## src/rtl/tag_pkg.sv

```systemverilog
package tag_pkg;

  // Next state of the selected tag: set dominates clear, otherwise hold.
  function automatic logic tag_next(input logic cur, input logic set, input logic clr);
    logic r;
    r = cur;
    if (set)      r = 1'b1;
    else if (clr) r = 1'b0;
    return r;
  endfunction

endpackage

```

## src/rtl/tag_column_extract.sv

```systemverilog
module tag_column_extract #(
  parameter int NBIT    = 8,
  parameter int NTAG    = 4,
  parameter int TAG_SEL = 2
) (
  input  logic [NBIT*NTAG-1:0] tags,
  output logic [NBIT-1:0]      column
);

  for (genvar i = 0; i < NBIT; i++) begin : g_col
    assign column[i] = tags[i*NTAG + TAG_SEL];
  end

endmodule

```

## src/rtl/tag_bit_rewrite.sv

```systemverilog
module tag_bit_rewrite
  import tag_pkg::*;
#(
  parameter int NTAG    = 4,
  parameter int TAG_SEL = 2
) (
  input  logic            val_in,
  input  logic [NTAG-1:0] tags_in,
  input  logic            set,
  input  logic            clr,
  output logic            val_out,
  output logic [NTAG-1:0] tags_out
);

  logic sel_next;

  assign sel_next = tag_next(tags_in[TAG_SEL], set, clr);
  assign val_out  = val_in;

  always_comb begin
    tags_out          = tags_in;
    tags_out[TAG_SEL] = sel_next;
  end

  // Guard the priority rule on the cell boundary.
  always_comb begin
    if (set)
      assert_set_wins_R3: assert (tags_out[TAG_SEL] == 1'b1);
    if (!set && clr)
      assert_clr_only_R4: assert (tags_out[TAG_SEL] == 1'b0);
    if (!set && !clr)
      assert_hold_R5: assert (tags_out[TAG_SEL] == tags_in[TAG_SEL]);
  end

endmodule

```

## src/rtl/tag_inject_probe.sv

```systemverilog
module tag_inject_probe #(
  parameter int NBIT    = 8,
  parameter int NTAG    = 4,
  parameter int TAG_SEL = 2
) (
  input  logic [NBIT-1:0]      a_val,
  input  logic [NBIT*NTAG-1:0] a_tags,
  input  logic [NBIT-1:0]      set_i,
  input  logic [NBIT-1:0]      clr_i,
  output logic [NBIT-1:0]      y_val,
  output logic [NBIT*NTAG-1:0] y_tags,
  output logic [NBIT-1:0]      probe_now,
  output logic [NBIT-1:0]      probe_orig
);

  localparam int TOTAL = NBIT * NTAG;

  if (TAG_SEL < 0 || TAG_SEL >= NTAG) begin : g_bad_sel
    $error("tag_inject_probe: TAG_SEL out of range of NTAG");
  end

  // Rewritten signal, seen by every load (in-place overwrite).
  logic [TOTAL-1:0] rewritten_tags;
  logic [NBIT-1:0]  rewritten_val;

  for (genvar i = 0; i < NBIT; i++) begin : g_bit
    tag_bit_rewrite #(
      .NTAG   (NTAG),
      .TAG_SEL(TAG_SEL)
    ) u_rw (
      .val_in  (a_val[i]),
      .tags_in (a_tags[i*NTAG +: NTAG]),
      .set     (set_i[i]),
      .clr     (clr_i[i]),
      .val_out (rewritten_val[i]),
      .tags_out(rewritten_tags[i*NTAG +: NTAG])
    );
  end

  // Probe after the rewrite.
  tag_column_extract #(
    .NBIT(NBIT), .NTAG(NTAG), .TAG_SEL(TAG_SEL)
  ) u_probe_now (
    .tags  (rewritten_tags),
    .column(probe_now)
  );

  // Probe ahead of the rewrite.
  tag_column_extract #(
    .NBIT(NBIT), .NTAG(NTAG), .TAG_SEL(TAG_SEL)
  ) u_probe_orig (
    .tags  (a_tags),
    .column(probe_orig)
  );

  assign y_val  = rewritten_val;
  assign y_tags = rewritten_tags;

  // Cross-module checks on the stage outputs.
  always_comb begin
    assert_value_pass_R1: assert (y_val == a_val);
    for (int i = 0; i < NBIT; i++) begin
      for (int t = 0; t < NTAG; t++) begin
        if (t != TAG_SEL)
          assert_other_tags_R2: assert (y_tags[i*NTAG + t] == a_tags[i*NTAG + t]);
      end
      assert_probe_now_R6: assert (probe_now[i] == y_tags[i*NTAG + TAG_SEL]);
      assert_probe_orig_R7: assert (probe_orig[i] == a_tags[i*NTAG + TAG_SEL]);
      if (!set_i[i] && !clr_i[i])
        assert_bits_agree_R8: assert (probe_now[i] == probe_orig[i]);
    end
  end

endmodule

```

## config.mk

```make
export PLATFORM = sky130hd
export DESIGN_NAME = tag_inject_probe
export DESIGN_NICKNAME = d
export VERILOG_FILES = /design/src/rtl/tag_pkg.sv /design/src/rtl/tag_column_extract.sv /design/src/rtl/tag_bit_rewrite.sv /design/src/rtl/tag_inject_probe.sv
export SDC_FILE = /design/constraint.sdc
export NUM_CORES = 1
export LEC_CHECK = 0
export CORE_MARGIN = 3
export CORE_UTILIZATION = 17
export DETAILED_ROUTE_END_ITERATION = 8
export GPL_TIMING_DRIVEN = 0
export PLACE_DENSITY = 0.81
export SYNTH_ARGS = -nofsm -noshare
export SYNTH_HDL_FRONTEND = slang
export SYNTH_HIERARCHICAL = 1
export SYNTH_SLANG_ARGS = --single-unit
```

## constraint.sdc

```tcl
create_clock -name vclk -period 0.8
set_input_delay 0.08 -clock vclk [all_inputs]
set_output_delay 0.08 -clock vclk [all_outputs]
set_load 0.05 [all_outputs]
```

==> summary.txt <==
Cells and area
  • Layout cell share with drive strength beyond 1: 0.560
  • Area taken by multi-input logic gates: 60.1 um^2
  • Flip-flop and latch count: 0
  • Area growth from synthesis to final layout: 132%
  • Commonest cells after routing, fill and taps aside: buf_4 (46), dlygate4sd2_1 (32), clkdlybuf4s15_1 (14)
  • Diode count: 0
  • Register area: 0 um^2
  • Count of fill cells added during filler insertion: 315
  • Final-stage net count: 199
  • Leading cell type in the layout, fill and taps excluded: buf_4
  • Clock buffer count in the final layout: 0

Timing
  • Highest Clock Rate: 1300 MHz
  • Transition at the pin with the smallest max-transition slack: 0.504 ns
  • Unrepaired setup endpoints after global routing: no
  • Count of endpoints failing hold in the final timing report: 0
  • # setup viols final: 0
  • Post-layout min period: 0.768 ns
  • Tightest slew margin relative to the limit: 0.665
  • Number of pins exceeding their max-slew limit in the final report: 0
  • Setup WS post-layout: 0.0317 ns
  • Ratio of final minimum period to clock period: 0.960
  • Worst hold margin: 0.547 ns

Drt
  • DR vias: 602
  • Total length of routed wires: 1.78 mm
  • Routed wire per std cell: 10.3 um
  • Total DRC errors in the routed layout: 0
  • Remaining number of nets flagged by the antenna check after routing: 0
  • Drt first pass iters: 1
  • DR iter-0 viols: 0
  • Via/cell ratio: 3.50

GRT
  • Wire length of the first global-routing pass: 2.48 mm
  • Overall overflow remaining after global route: 0
  • Via count of the first global-routing pass: 605
  • Number of antenna violations at the first check in global routing: 0
  • GRT Util Overall: 0.0829
  • Maximum number of pins on one net before global-route repair: 3

Logic synthesis
  • Synth top area share: 0.824
  • Yosys top cell by area: buf_4
  • Share of synthesized area occupied by flip-flops and latches: 0
  • Largest family of logic cells by synthesized area: buffers and inverters
  • Number of distinct standard cells referenced by the synthesized netlist: 3
  • Leading post-synthesis cells by cell area: buf_4 (82%), a21o_1 (12%), inv_1 (5.9%)
  • Synth Area per Inst: 7.09 um^2
  • Number of instances in the synthesized netlist: 72
  • Compound-gate portion of the synthesized area: 0.118
  • Synthesis warning total: 6
  • Post-synthesis cell area: 510 um^2
  • Arithmetic-cell share of the synthesized area counting full adders, half adders and majority gates: 0
  • Post-Syn Nets: 128
  • Post-Synth Simple-Gate Area: 0
  • Proportion of synthesized area in mux cells: 0
  • Synth Area in XOR/XNOR: 0

Placed design
  • Count of input and output buffers: 80
  • Worst slack, placed: -0.957 ns
  • Routability congestion estimate: 0.617
  • Post-DP HPWL: 1.72 mm

Power
  • Leakage: 0.716 nW
  • Largest vdd supply drop: 345 uV
  • Power density over cell area: 952 nW/um^2

Worst setup path
  • Setup crit start kind: primary input
  • Arrival time of data at the critical path endpoint: 0.69 ns
  • Maximum fanout along the worst path: 2
  • Worst setup EP type: primary output
  • Class of the most critical setup path: in2out
  • Endpoint required time on the critical path: 0.72 ns

CTS
  • Hold-fix buffers at CTS: 0
  • Number of buffers inserted to repair setup after CTS: 0

Floorplan
  • Die span in x: 60.8 um
  • Die outline height: 60.8 um
  • Initial cell density of the core: 0.182
  • Die area: 3700 um^2
  • Core outline area: 2810 um^2
  • Ports placed on the boundary: 112
  • Site Rows: 19

Worst hold path
  • Worst Hold Class: in2out

Run status
  • Run status: completed

Job
  • Reported max-cap violation count: 0
[stage by stage]
step	util	instance area (um^2)	TNS (ns)	instances	power, mW
final	0.422	1180	0	172	1.13
after global routing	0.422	1180	0	172	1.18
after CTS	0.443	1240	-0.0741	175	1.16
after detailed placement	0.481	1350	-27.42	183	1.26
after global placement	0.481	1350	-27.30	183	1.25
after floorplan	-	510	0	72	0.840
[cells by family (layout without fill, tap and decap cells)]
group | Yosys count | after routing
compound gates | 8 | 8
buf+inv | 64 | 133
[path summary, 6_finish.rpt]
| kind | start | endpoint | slack (ns) | depth (start not counted) |
|---|---|---|---|---|
| hold / removal | a_tags[26] | probe_now[6] | 0.55 | 3 |
| setup / recovery | set_i[1] | probe_now[1] | 0.03 | 4 |
[per-layer routing]
metal  global-route usage  vias to the layer above  part of all wire  routed length, um
met4                    0                        0                 0                  0
met1               0.0877                      252              0.30                531
met3               0.0170                        0              0.12                211
li1                     -                      299                 -                  -
met2                0.174                       51              0.58               1030
met5                    0                        -                 0                  0
[critical path, cell delays in order]
cell and delay, ns:
clkdlybuf4s15_1 0.16, a21o_1 0.19, buf_6 0.12, buf_8 0.14
[final cells by class]
class,instances,area share
Inverter,8,0.0254
Buffer,45,0.301
Tap cell,31,0.0328
Timing Repair Buffer,80,0.590
Multi-Input combinational cell,8,0.0507
[power by group]
group | switching (mW) | internal [mW]
combinational | 0.701 | 0.425
sequential | 0 | 0
clock | 0 | 0
[cell usage after synthesis (all sizes together)]
cell and number:
buf 56, inv 8, a21o 8
[what timing repair did]
action                                  4_1_cts  5_1_grt
pin swaps                                     7        8
resized for setup                           243       12
endpoints found under the setup margin       56        9
Note: power is estimated with default switching activity, not from simulation.
